==> src/rtl/vpw_pkg.sv <==
package vpw_pkg;
  localparam int REG_W = 8;
  localparam logic ADDR_CLKSEL = 1'b0;
  localparam logic ADDR_CTRL   = 1'b1;
  localparam logic [REG_W-1:0] CTRL_RST = 8'h40;
  localparam int NUM_TIMERS = 2;
  localparam int FAST_SCALE = 4;
endpackage

==> src/rtl/vpw_prescaler.sv <==
module vpw_prescaler #(
  parameter int DIV_W = 6
) (
  input  logic             clk,
  input  logic             rst,
  input  logic             reload,
  input  logic [DIV_W-1:0] div,
  output logic             tick
);
  logic [DIV_W-1:0] cnt;

  always_ff @(posedge clk) begin
    if (rst || reload) begin
      cnt  <= '0;
      tick <= 1'b0;
    end else if (cnt == div) begin
      cnt  <= '0;
      tick <= 1'b1;
    end else begin
      cnt  <= cnt + 1'b1;
      tick <= 1'b0;
    end
  end
endmodule

==> src/rtl/vpw_interval.sv <==
module vpw_interval #(
  parameter int BASE_TICKS = 300,
  parameter int SCALE      = 4
) (
  input  logic clk,
  input  logic rst,
  input  logic hold,
  input  logic fast,
  input  logic start,
  input  logic tick,
  output logic done
);
  localparam int MAX_TICKS = BASE_TICKS * SCALE;
  localparam int CW = $clog2(MAX_TICKS + 1);
  localparam logic [CW-1:0] LIM_NORM = CW'(BASE_TICKS - 1);
  localparam logic [CW-1:0] LIM_FAST = CW'(MAX_TICKS - 1);

  logic          busy;
  logic [CW-1:0] cnt;
  logic [CW-1:0] lim;

  assign lim = fast ? LIM_FAST : LIM_NORM;

  always_ff @(posedge clk) begin
    if (rst || hold) begin
      busy <= 1'b0;
      cnt  <= '0;
      done <= 1'b0;
    end else begin
      done <= 1'b0;
      if (start) begin
        busy <= 1'b1;
        cnt  <= '0;
      end else if (busy && tick) begin
        if (cnt == lim) begin
          busy <= 1'b0;
          cnt  <= '0;
          done <= 1'b1;
        end else begin
          cnt <= cnt + 1'b1;
        end
      end
    end
  end
endmodule

==> src/rtl/vpw_regs.sv <==
module vpw_regs
  import vpw_pkg::*;
#(
  parameter int DIV_W = 6
) (
  input  logic             clk,
  input  logic             rst,
  input  logic             we,
  input  logic             addr,
  input  logic [REG_W-1:0] wdata,
  output logic [REG_W-1:0] rdata,
  output logic             fast,
  output logic [DIV_W-1:0] div,
  output logic             reload,
  output logic             en,
  output logic             dis,
  output logic             abort
);
  localparam int AUX_W = REG_W - 2;
  localparam int PAD_W = REG_W - 1 - DIV_W;

  logic [AUX_W-1:0] aux;
  logic             ctl_wr;
  logic             en_next;

  assign ctl_wr  = we && (addr == ADDR_CTRL);
  assign reload  = we && (addr == ADDR_CLKSEL);
  assign en_next = wdata[REG_W-1] & ~wdata[REG_W-2] & ~dis;

  always_ff @(posedge clk) begin
    if (rst) begin
      fast  <= 1'b0;
      div   <= '0;
      en    <= CTRL_RST[REG_W-1];
      dis   <= CTRL_RST[REG_W-2];
      aux   <= CTRL_RST[AUX_W-1:0];
      abort <= 1'b0;
    end else begin
      abort <= 1'b0;
      if (reload) begin
        fast <= wdata[REG_W-1];
        div  <= wdata[DIV_W-1:0];
      end
      if (ctl_wr) begin
        en    <= en_next;
        dis   <= wdata[REG_W-2];
        aux   <= wdata[AUX_W-1:0];
        abort <= en & ~en_next;
      end
    end
  end

  always_comb begin
    if (addr == ADDR_CLKSEL) rdata = {fast, {PAD_W{1'b0}}, div};
    else                     rdata = {en, dis, aux};
  end
endmodule

==> src/rtl/vpw_timebase.sv <==
module vpw_timebase
  import vpw_pkg::*;
#(
  parameter int DIV_W      = 6,
  parameter int BREAK_US   = 300,
  parameter int TIMEOUT_US = 1000
) (
  input  logic             clk,
  input  logic             rst,
  input  logic             bus_we,
  input  logic             bus_addr,
  input  logic [REG_W-1:0] bus_wdata,
  output logic [REG_W-1:0] bus_rdata,
  input  logic             line_tx_req,
  input  logic             line_rx_in,
  output logic             line_tx_out,
  output logic             line_rx_out,
  input  logic             brk_start,
  input  logic             tmo_start,
  output logic             bit_tick,
  output logic             brk_done,
  output logic             tmo_done,
  output logic             link_en,
  output logic             tx_abort
);
  localparam int LENS [NUM_TIMERS] = '{BREAK_US, TIMEOUT_US};

  logic             cfg_fast;
  logic [DIV_W-1:0] cfg_div;
  logic             cfg_reload;
  logic             ctl_dis;
  logic [NUM_TIMERS-1:0] t_start;
  logic [NUM_TIMERS-1:0] t_done;

  vpw_regs #(.DIV_W(DIV_W)) u_regs (
    .clk(clk), .rst(rst), .we(bus_we), .addr(bus_addr), .wdata(bus_wdata),
    .rdata(bus_rdata), .fast(cfg_fast), .div(cfg_div), .reload(cfg_reload),
    .en(link_en), .dis(ctl_dis), .abort(tx_abort)
  );

  vpw_prescaler #(.DIV_W(DIV_W)) u_pre (
    .clk(clk), .rst(rst), .reload(cfg_reload), .div(cfg_div), .tick(bit_tick)
  );

  assign t_start = {tmo_start, brk_start};

  for (genvar i = 0; i < NUM_TIMERS; i++) begin : g_tmr
    vpw_interval #(.BASE_TICKS(LENS[i]), .SCALE(FAST_SCALE)) u_tmr (
      .clk(clk), .rst(rst), .hold(!link_en), .fast(cfg_fast),
      .start(t_start[i]), .tick(bit_tick), .done(t_done[i])
    );
  end

  assign brk_done = t_done[0];
  assign tmo_done = t_done[1];

  always_ff @(posedge clk) begin
    if (rst) begin
      line_tx_out <= 1'b0;
      line_rx_out <= 1'b0;
    end else begin
      line_tx_out <= link_en & line_tx_req;
      line_rx_out <= link_en & line_rx_in;
    end
  end
endmodule

==> config.mk <==
export PLATFORM = sky130hd
export DESIGN_NAME = vpw_timebase
export DESIGN_NICKNAME = d
export VERILOG_FILES = /design/src/rtl/vpw_pkg.sv /design/src/rtl/vpw_prescaler.sv /design/src/rtl/vpw_interval.sv /design/src/rtl/vpw_regs.sv /design/src/rtl/vpw_timebase.sv
export SDC_FILE = /design/constraint.sdc
export NUM_CORES = 1
export LEC_CHECK = 0
export BUFFER_PORTS_ARGS = -buffer_cell sky130_fd_sc_hd__buf_2
export CORE_UTILIZATION = 45
export DETAILED_ROUTE_END_ITERATION = 7
export PLACE_DENSITY = 0.69
export SYNTH_ARGS = -nofsm -noshare
export SYNTH_HDL_FRONTEND = slang
export SYNTH_HIERARCHICAL = 1
export SYNTH_SLANG_ARGS = --single-unit
==> constraint.sdc <==
create_clock -name clk -period 4.3 [get_ports clk]
set_clock_uncertainty 0.05 [all_clocks]
set_input_delay 0.43 -clock clk [delete_from_list [all_inputs] [get_ports clk]]
set_output_delay 0.43 -clock clk [all_outputs]
set_load 0.05 [all_outputs]
# Word level (Yosys, flattened, before mapping)
# Cells that the tools add are included.
# word_totals
in_bits,16
ff_bits,52
# classes
bitwise_logic,12
reduce_logical,19
n_eq_ne,3
mux,14
addsub,3
# op_table
operator,count
$mux W12,2
$mux W11,2
$add A12 B1 Y12 const B,1
$eq A12 B12 Y1,1
$add A11 B1 Y11 const B,1
$eq A11 B11 Y1,1
$mux W1,9
$mux W8,1
$reduce_bool A2 Y1,4
$reduce_or A2 Y1,4
$not A1 Y1,7
$add A6 B1 Y6 const B,1
$eq A6 B6 Y1,1
$reduce_or A3 Y1,2
$and A1 B1 Y1,5
$logic_and A1 B1 Y1,4
$reduce_and A2 Y1,2
$logic_or A1 B1 Y1,2
$logic_not A1 Y1,1

# Depth between registers and ports, before layout
# Gate-level depths: netlist (run 1).
# logic_depth
depth_word,5
ltp_mapped,6
ltp_nobuf,5

# Modules after synthesis
# The synthesis (run 1) kept the hierarchy.
# by_module_without_submodules
module,instances,seq_area_each_um2,cells_per_inst,area_per_inst_um2
vpw_regs,1,320.3,79,700.7
vpw_interval at g_tmr[1].u_tmr,1,280.3,76,674.4
vpw_interval at g_tmr[0].u_tmr,1,260.2,66,615.6
vpw_prescaler,1,140.1,37,375.4
vpw_timebase,1,40.0,5,61.3

# Worst setup path before layout (run 1)
# Ideal clock, no wire load.
# synth_path
path_type,register to register
startpoint,register u_regs.en
endpoint,register g_tmr[1].u_tmr.cnt[11]
arrival_time_ps,1651
path_buffers,1
path_stages_with_launch,6
slack_ps,2535
required_time_ps,4186
cell_sequence,dfxtp_1 -> inv_1 -> or3_1 -> a41o_2 -> buf_6 -> nor2_1
# synth_between
elab_chain_cells,3
# synth_rtl
item,line_no,rtl
"start, declared",vpw_regs.sv:15,"output logic en,"
"start signal, assigned",vpw_regs.sv:34,en <= CTRL_RST[REG_W-1];
"start signal, assigned",vpw_regs.sv:45,en <= en_next;
$logic_not A1 Y1,vpw_timebase.sv:49,".clk(clk), .rst(rst), .hold(!link_en), .fast(cfg_fast),"
$logic_or A1 B1 Y1,vpw_interval.sv:25,if (rst || hold) begin
$reduce_or A2 Y1 (no source line),n/a,
"end signal, assigned",vpw_interval.sv:40,cnt <= cnt + 1'b1;
"end, declared",vpw_interval.sv:19,logic [CW-1:0] cnt;
# Every way passes these cells.
# A chain may end at the register's enable or synchronous reset.

# Final worst setup path (run 1)
# layout_path
startpoint,input bus_addr
endpoint,output bus_rdata[4]
# layout_between
elab_chain_cells,1
# layout_rtl
item,line_no,rtl
"start, declared",vpw_timebase.sv:11,"input logic bus_addr,"
$mux W8,vpw_regs.sv:54,"if (addr == ADDR_CLKSEL) rdata = {fast, {PAD_W{1'b0}}, div};"
"end, declared",vpw_timebase.sv:13,"output logic [REG_W-1:0] bus_rdata,"
# Every way passes these cells.

==> flow_summary.yaml, run 1 <==
die:
  rows: 26
  start_util: 0.472
  design.core.area_um2: 5140
  num_io_pins: 31
  fp.dieH_um: 75.4
  design.die.area_um2: 5690
  die_x_um: 75.4
grt:
  grt_pass1_vias: 1623
  overflow: 0
  antenna_found_initial: 0
  grt_pass1_wl_um: 7310
  grt_usage: 0.165
  grt_max_degree: 27
yosys:
  synth_top_area_share: 0.429
  synthTopCellsByArea: "dfxtp_1, xor2_1, nand2_1, nor2_1, a21oi_1"
  synth_top_cell_by_area: "dfxtp_1"
  avgSynthCellArea_um2: 9.23
  async_flop_share: 0
  synth-main-ff-cell: "dfxtp_1"
  synth_edf_count: 0
  syn-num-nets: 282
  ys_seq_elements: 52
  yosys_warnings: 6
  syn-cell-area_um2: 2430
  syn-instance-count: 263
  synth_cell_types: 49
  yosysSeqAreaShare: 0.429
sta:
  final-hold-violation-count: 0
  setup_viol: 0
  drv_slew: 0
  period_share: 0.400
  max_slew_margin: 0.665
  tns_ns: 0
  rsz0062_at_grt: "no"
  min_period_ns: 1.72
  worst_pin_slew_ns: 0.495
  fmax_mhz: 582
flow_run:
  drv_cap: 0
route:
  drt_iter0_drc: 48
  first_pass_iters: 5
  wl_per_cell_um: 12.5
  drc: 0
  vias_per_cell: 5.24
  vias: 1882
  drtAntennaViolNets: 0
  routed_wl_um: 4500
placed_design:
  dp.final_hpwl_um: 3140
  dp_cells: 351
  port_buffers: 30
  place_congestion: 0.801
power_and_ir_drop:
  p_sw_frac: 0.256
  p_per_area_nw_per_um2: 329
  ir_drop_mv: 0.154
  p_switching_mw: 0.224
  p_leak_nw: 1.02
  intPower_mw: 0.650
  comb_power_share: 0.093
  p_seq_frac: 0.574
  power_frac_clock: 0.333
clock_tree:
  clk_pin_slew_worst_paths_ns: 0.10
  cts_buffer_depth: 2
  post_cts_resized: 0
  cts_tree: "done"
  hold_buffers: 0
  cts_buffers: 5
  h-tree-depth: 2
  cts_setup_buffers: 0
  clkSinkCount: 52
  clock-root-buffer: "clkbuf_8"
  clk_latency_ns: 0.30
setup_path:
  crit_fanout: 11
  worst-path-buf-inv: 2
  crit_chain: "buf_2 -> mux2_2 -> buf_2"
  worstSetupPathType: "in -> out"
  cp_top_family: "buffers and inverters"
  crit_top_cell: "buf_2"
  crit_path_start_kind: "input pin"
  cp.required_ns: 3.82
  cp_slowest_cell: "mux2_2"
  crit_arrival_ns: 1.24
  slowest_delay_ns: 0.36
  end_kind: "output pin"
final_layout:
  ff_latch_area_um2: 1040
  multi_input_area_um2: 1270
  antenna_cells: 0
  syn_to_final_growth_pct: 9.59
  fin_cells: 359
  drive_gt1_frac: 0.218
  utilization: 0.518
  fillers: 499
  nNetsFinal: 307
status:
  status: "finished clean"
min_path:
  min_path_type: "in -> reg"
power groups by stage:
stage	registers [mW]	logic, mW	clock network [mW]
floorplan	0.515	0.0575	0
global placement	0.513	0.0799	0
detailed placement	0.513	0.0806	0
CTS	0.502	0.0809	0.303
global route	0.504	0.0866	0.321
finish	0.502	0.0812	0.291
final timing paths:
check,startpoint,to,slack (ns),cells after the start
worst min register to register,u_regs/aux[5]$_SDFFE_PP0P_,u_regs/aux[5]$_SDFFE_PP0P_,0.41,2
worst min-delay path,bus_wdata[6],u_regs/dis$_SDFFE_PP1P_,0.31,3
worst max register to register,g_tmr[1].u_tmr/cnt[3]$_SDFFE_PP0P_,g_tmr[1].u_tmr/cnt[4]$_SDFFE_PP0P_,2.59,4
worst max-delay path,bus_addr,bus_rdata[4],2.58,3
area by class of cell:
class / count / share of cell area
well taps: 70 / 0.0329
inverters: 3 / 0.00517
flip-flops and latches: 52 / 0.391
repair buffers: 30 / 0.0564
clock inverters: 2 / 0.00517
clock buffers: 6 / 0.0310
multi-input cells: 196 / 0.478
routing by layer:
| metal | vias to the layer above | share of wire | track usage |
|---|---|---|---|
| met5 | - | 0 | 0 |
| met4 | 0 | 0.0053 | 0.0494 |
| met3 | 2 | 0.036 | 0.0291 |
| met2 | 38 | 0.45 | 0.254 |
| met1 | 881 | 0.51 | 0.236 |
| li1 | 961 | - | - |
tightest hold or removal path: stages:
cell,delay [ns]
buf_2,0.09
nand2_1,0.04
nand3b_1,0.07
logic make-up after synthesis:
family                     share of synthesized area
DFF                                            0.429
xor gates and xnor gates                       0.105
buffers and inverters                         0.0474
and+or+nand+nor                                0.271
muxes                                         0.0407
adders and majority gates                     0.0155
AOI/OAI and AO/OA                             0.0923
cells in the final DEF, fill, tap and decap left out, types with 4 or more instances in the layout:
master	instances
a21oi_1	16
and2_1	4
buf_2	30
clkbuf_8	6
dfxtp_1	52
mux2_2	7
nand2_1	40
nand3_1	10
nand4_1	12
nor2_1	28
xnor2_1	6
xor2_1	23
sequential cells by signal (all words and copies together) (netlist names):
register / cells
u_regs/en: 1
u_pre/tick: 1
u_regs/div: 6
u_pre/cnt: 6
line_tx_out: 1
u_regs/dis: 1
g_tmr.u_tmr/cnt: 23
u_regs/aux: 6
g_tmr.u_tmr/busy: 2
u_regs/abort: 1
line_rx_out: 1
u_regs/fast: 1
g_tmr.u_tmr/done: 2
metrics by stage:
stage	hold WS, ns	total power, mW	setup slack (ns)	cell area [um2]
after detailed placement	0.398	0.594	2.58	2560
after floorplan	0.377	0.572	2.54	2430
final	0.305	0.875	2.58	2660
after global routing	0.303	0.912	2.50	2660
after CTS	0.295	0.887	2.58	2660
after global placement	0.397	0.593	2.60	2560
synthesized netlist by cell type (3+ instances only):
cell and n:
xor2_1 23, ha_1 3, buf_6 7, nand4_1 12
and4_1 3, dfxtp_1 52, a21oi_2 3, and2_1 4
nand2_1 40, mux2_2 7, xnor2_1 6, nor2_1 28
a21oi_1 16, and3_1 3, nand3_1 10
No activity file was read; power rests on OpenSTA's default activity.
==> run 2: changes to the inputs <==
- PLACE_DENSITY: 0.69 -> 0.71
- clock period: 4.3 -> 1.4 ns (I/O delays scaled with it)
==> run 2 against run 1 <==
The run now ends with setup timing left. Non-clock buffer count grew 35. Global-route usage rose by 3.2 points. Setup slack worse by 2.7 ns. Worst hold slack worse by 0.29 ns. First-iteration DRC count grew 25%. Critical path depth up 1. Sequential power rose to 3.0 times the previous value. Die area unchanged. Wire length up 16%. Combinational power rose to 3.9 times the previous value. Core utilization grew 7.9 points. Critical endpoint is now g_tmr[0].u_tmr/cnt[7]$_SDFFE_PP0P_.
==> flow_summary.yaml, run 2 (same netlist as run 1, synthesis figures left out) <==
status:
  status: "complete, but fails checks"
  violations: "setup timing"
power_and_ir_drop:
  intPower_mw: 1.98
  p_leak_nw: 1.22
  p_switching_mw: 0.715
  power_mw: 2.69
  power_frac_clock: 0.313
  comb_power_share: 0.117
  p_sw_frac: 0.265
  p_seq_frac: 0.569
  ir_drop_mv: 0.527
  p_per_area_nw_per_um2: 879
route:
  vias: 2061
  drtAntennaViolNets: 0
  routed_wl_um: 5230
  vias_per_cell: 5.22
  first_pass_iters: 4
  drc: 0
  drt_iter0_drc: 60
  wl_per_cell_um: 13.2
final_layout:
  largest_register_ffs: 23
  most-common-layout-cells: "dfxtp_1, nand2_1, buf_4"
  layout_commonest_cell: "dfxtp_1"
  ff_latch_area_um2: 1060
  final_area_um2: 3070
  drive_gt1_frac: 0.375
  regMostFlops: "g_tmr.u_tmr/cnt"
  multi_input_area_um2: 1390
  nNetsFinal: 343
  fillers: 466
  antenna_cells: 0
  syn_to_final_growth_pct: 26.3
min_path:
  min_path_type: "in -> reg"
  min_delay_path_depth: 2
  hp-start: "line_tx_req"
  min_to: "line_tx_out$_SDFF_PP0_"
grt:
  grt_pass1_wl_um: 8560
  antenna_found_initial: 0
  grt_max_degree: 23
  grt_pass1_vias: 1893
  grt_usage: 0.197
  overflow: 0
setup_path:
  crit_path_start_kind: "flip-flop"
  r2r-start: "g_tmr[0].u_tmr/cnt[7]$_SDFFE_PP0P_"
  crit_chain: "or4b_4 -> mux2i_4 -> a31o_2 -> nor2_1"
  cp.required_ns: 1.55
  end_kind: "flip-flop"
  crit_arrival_ns: 1.70
  crit_fanout: 5
  ff2ff_setup_slack_ns: -0.14
  r2r_end: "g_tmr[0].u_tmr/cnt[7]$_SDFFE_PP0P_"
  cp_top_family: "simple AND/OR/NAND/NOR gates"
  worstSetupPathType: "reg -> reg"
  setup.worst_path.start: "g_tmr[0].u_tmr/cnt[7]$_SDFFE_PP0P_"
  r2r_cells: 4
  worst-path-buf-inv: 0
  cp_slowest_cell: "or4b_4"
  slowest_delay_ns: 0.54
clock_tree:
  cts_buffer_depth: 2
  clkSinkCount: 52
  cts_tree: "done"
  h-tree-depth: 2
  clk_pin_slew_worst_paths_ns: 0.09
  clock-root-buffer: "clkbuf_8"
  cts_buffers: 5
  clk_latency_ns: 0.30
sta:
  worst_pin_slew_ns: 0.422
  final-hold-violation-count: 0
  rsz0062_at_grt: "yes"
  max_slew_margin: 0.716
  period_share: 1.10
  min_period_ns: 1.54
  drv_slew: 0
  hold_ws_ns: 0.0199
  fmax_mhz: 648
  tns_ns: -2.87
  setup_viol: 27
  fin_ws_ns: -0.143
placed_design:
  port_buffers: 30
  place_congestion: 0.791
  dp.final_hpwl_um: 3510
  post_dp_cell_area_um2: 2800
die:
  num_io_pins: 31
  die_x_um: 75.4
  fp.dieH_um: 75.4
  rows: 26
  design.die.area_um2: 5690
  start_util: 0.472
  design.core.area_um2: 5140
flow_run:
  drv_cap: 0
==> run 2: cell type report <==
class	instances	share of cell area
clock buffer	5	0.0224
clock inverter	3	0.00612
multi-input combinational	197	0.452
tap	70	0.0286
timing repair buffer	65	0.141
sequential	52	0.345
inverter	3	0.00449
==> run 2: power by group through the flow <==
stage | Sequential [mW] | Clock [mW] | Combinational [mW]
final | 1.53 | 0.844 | 0.317
after global routing | 1.54 | 0.950 | 0.340
after CTS | 1.53 | 0.889 | 0.302
after detailed placement | 1.57 | 0 | 0.291
after global placement | 1.57 | 0 | 0.288
after floorplan | 1.58 | 0 | 0.177
==> run 2: routing by layer <==
layer	global-route usage	vias up	wire, um
met1	0.263	973	2430
met4	0.0432	0	34
met5	0	-	0
met3	0.0569	6	208
met2	0.317	47	2560
li1	-	1035	-
==> run 2: worst max path at each step <==
stage                                               endpoint  cells after the start
after floorplan           g_tmr[1].u_tmr/cnt[3]$_SDFFE_PP0P_                      6
after global placement    g_tmr[1].u_tmr/cnt[1]$_SDFFE_PP0P_                      4
after detailed placement  g_tmr[1].u_tmr/cnt[3]$_SDFFE_PP0P_                      4
after CTS                 g_tmr[1].u_tmr/cnt[9]$_SDFFE_PP0P_                      4
after global routing        g_tmr[1].u_tmr/busy$_SDFFE_PP0P_                      4
final                     g_tmr[0].u_tmr/cnt[7]$_SDFFE_PP0P_                      4
==> run 2: stage by stage <==
stage                      util  setup slack [ns]  cells
after floorplan               -            -0.156    263
after global placement    0.546            -0.123    382
after detailed placement  0.546            -0.169    382
after CTS                 0.585            -0.111    394
after global routing      0.597            -0.178    395
final                     0.597            -0.143    395
==> run 2: worst reg2reg max path, delay by kind of cell, from the launching register on <==
family	cells	cell delay, ns
DFF	1	0.33
muxes	1	0.21
AOI/OAI and AO/OA	1	0.26
and+or+nand+nor	2	0.59
==> run 2: timing repair <==
item | in CTS | in global routing
setup endpoints to repair | 28 | 31
setup buffers | 2 | 1
hold buffers | 1 | 0
hold endpoints to repair | 1 | 0
gates resized for setup | 18 | 15
pin swaps | 6 | 4
gates cloned | 1 | 0
==> run 3: changes to the inputs <==
- PLACE_DENSITY: 0.71 -> 0.69
- clock period: 1.4 -> 1.5 ns (I/O delays scaled with it)
==> run 3 against run 2 <==
The run still ends with setup timing left. Non-clock buffer count fell by 18. Core utilization fell by 2.8 points. Critical path depth did not move. Highest routed layer unchanged. Setup slack improved by 0.096 ns. Die area did not move. Count of clock-buffer cells in the layout rose by 1.
==> flow_summary.yaml, run 3 (same netlist as run 1, synthesis figures left out) <==
min_path:
  hp-start: "line_tx_req"
  min_to: "line_tx_out$_SDFF_PP0_"
  min_delay_path_depth: 2
  min_path_type: "in -> reg"
die:
  start_util: 0.472
  design.core.area_um2: 5140
  rows: 26
  fp.dieH_um: 75.4
  die_x_um: 75.4
  design.die.area_um2: 5690
  num_io_pins: 31
route:
  m1WireLength_um: 2370
  drc: 0
  dr.max_layer_used: "met4"
  routed-wl-met3_um: 160
  drtAntennaViolNets: 0
  vias: 1954
  vias_per_cell: 5.18
  wl_met2_um: 2170
  first_pass_iters: 4
  routed_wl_um: 4780
  wl_per_cell_um: 12.7
  drt_iter0_drc: 76
sta:
  tns_ns: -0.364
  setup_viol: 20
  hold_ws_ns: 0.0203
  min_period_ns: 1.55
  rsz0062_at_grt: "yes"
  final-hold-violation-count: 0
  max_slew_margin: 0.655
  fin_ws_ns: -0.0468
  fmax_mhz: 646
  worst_pin_slew_ns: 0.516
  drv_slew: 0
  period_share: 1.03
grt:
  grt_pass1_wl_um: 7720
  overflow: 0
  grt_max_degree: 23
  antenna_found_initial: 0
  grt_usage: 0.176
  grt_pass1_vias: 1767
clock_tree:
  cts_buffers: 5
  hold_buffers: 0
  clkSinkCount: 52
  cts_buffer_depth: 2
  clk_latency_ns: 0.31
  clock-root-buffer: "clkbuf_8"
  h-tree-depth: 2
  cts_setup_buffers: 0
  clk_pin_slew_worst_paths_ns: 0.10
  cts_tree: "done"
setup_path:
  r2r-start: "g_tmr[0].u_tmr/cnt[10]$_SDFFE_PP0P_"
  end_kind: "flip-flop"
  cp_slowest_cell: "or4b_4"
  r2r_cells: 4
  worst-path-buf-inv: 0
  crit_path_start_kind: "flip-flop"
  r2r_end: "g_tmr[0].u_tmr/busy$_SDFFE_PP0P_"
  ff2ff_setup_slack_ns: -0.05
  crit_arrival_ns: 1.71
  cp.required_ns: 1.66
  worstSetupPathType: "reg -> reg"
  cp_top_family: "simple AND/OR/NAND/NOR gates"
  crit_fanout: 3
  slowest_delay_ns: 0.53
  crit_chain: "or4b_4 -> mux2i_4 -> nand3_2 -> a22o_1"
final_layout:
  final_area_um2: 2920
  fin_cells: 377
  drive_gt1_frac: 0.313
  regMostFlops: "g_tmr.u_tmr/cnt"
  nNetsFinal: 325
  utilization: 0.568
  largest_register_ffs: 23
  antenna_cells: 0
  layout_commonest_cell: "dfxtp_1"
  most-common-layout-cells: "dfxtp_1, nand2_1, buf_2"
  syn_to_final_growth_pct: 20.3
placed_design:
  port_buffers: 30
  post_dp_cell_area_um2: 2700
  place_congestion: 0.796
  dp.final_hpwl_um: 3310
  pre_cts_ws_ns: -0.0595
  dp_cells: 368
flow_run:
  drv_cap: 0
status:
  status: "complete, but fails checks"
  violations: "setup timing"
power_and_ir_drop:
  p_per_area_nw_per_um2: 946
  ir_drop_mv: 0.629
  p_leak_nw: 1.14
  power_mw: 2.76
run 3: changes by cell type in the layout (fill, tap and decap cells not counted), moves of 4 or more:
| cell | delta |
|---|---|
| dfxtp_1 | +4 |
| xor2_2 | -4 |
| xor2_1 | +4 |
| buf_4 | -14 |
run 3: where the power goes:
group	internal (mW)	switching, mW	leakage [nW]
clock	0.605	0.478	0.0669
sequential	1.41	0.0305	0.423
combinational	0.0855	0.156	0.654
total	2.10	0.665	1.14
run 3: what timing repair did:
item / 4_1_cts / 5_1_grt
pin swaps: 3 / 8
hold endpoints to repair: 0 / 0
cloned: 0 / 1
gates resized for setup: 3 / 17
endpoints found under the setup margin: 24 / 28
run 3: metal layers:
metal | up-vias | GRT usage
met2 | 34 | 0.278
met1 | 910 | 0.236
met3 | 6 | 0.0437
met5 | - | 0
li1 | 1004 | -
met4 | 0 | 0.0597
run 3: worst register-to-register path, delay by kind of cell (launching register included):
family	cells	cell delay (ns)
flops	1	0.33
simple gates	2	0.63
compound gates	1	0.22
mux	1	0.22
run 3: layout make-up:
class,count,area [um2]
repair buffers,47,280
well taps,70,87.6
flip-flops and latches,52,1050
multi-input cells,197,1360
clock inverters,2,38.8
clock buffers,6,93.8
inverters,3,13.8
fillers,476,2220
run 3: worst max-delay path by stage:
stage	from	end	slack [ns]	cells past startpoint
floorplan	g_tmr[1].u_tmr/cnt[3]$_SDFFE_PP0P_	g_tmr[1].u_tmr/cnt[11]$_SDFFE_PP0P_	-0.06	6
global placement	g_tmr[1].u_tmr/cnt[10]$_SDFFE_PP0P_	g_tmr[1].u_tmr/cnt[11]$_SDFFE_PP0P_	-0.03	4
detailed placement	g_tmr[1].u_tmr/cnt[10]$_SDFFE_PP0P_	g_tmr[1].u_tmr/cnt[11]$_SDFFE_PP0P_	-0.06	4
CTS	g_tmr[1].u_tmr/cnt[10]$_SDFFE_PP0P_	g_tmr[1].u_tmr/busy$_SDFFE_PP0P_	-0.04	4
global route	g_tmr[1].u_tmr/cnt[10]$_SDFFE_PP0P_	g_tmr[1].u_tmr/busy$_SDFFE_PP0P_	-0.11	4
finish	g_tmr[0].u_tmr/cnt[10]$_SDFFE_PP0P_	g_tmr[0].u_tmr/busy$_SDFFE_PP0P_	-0.05	4
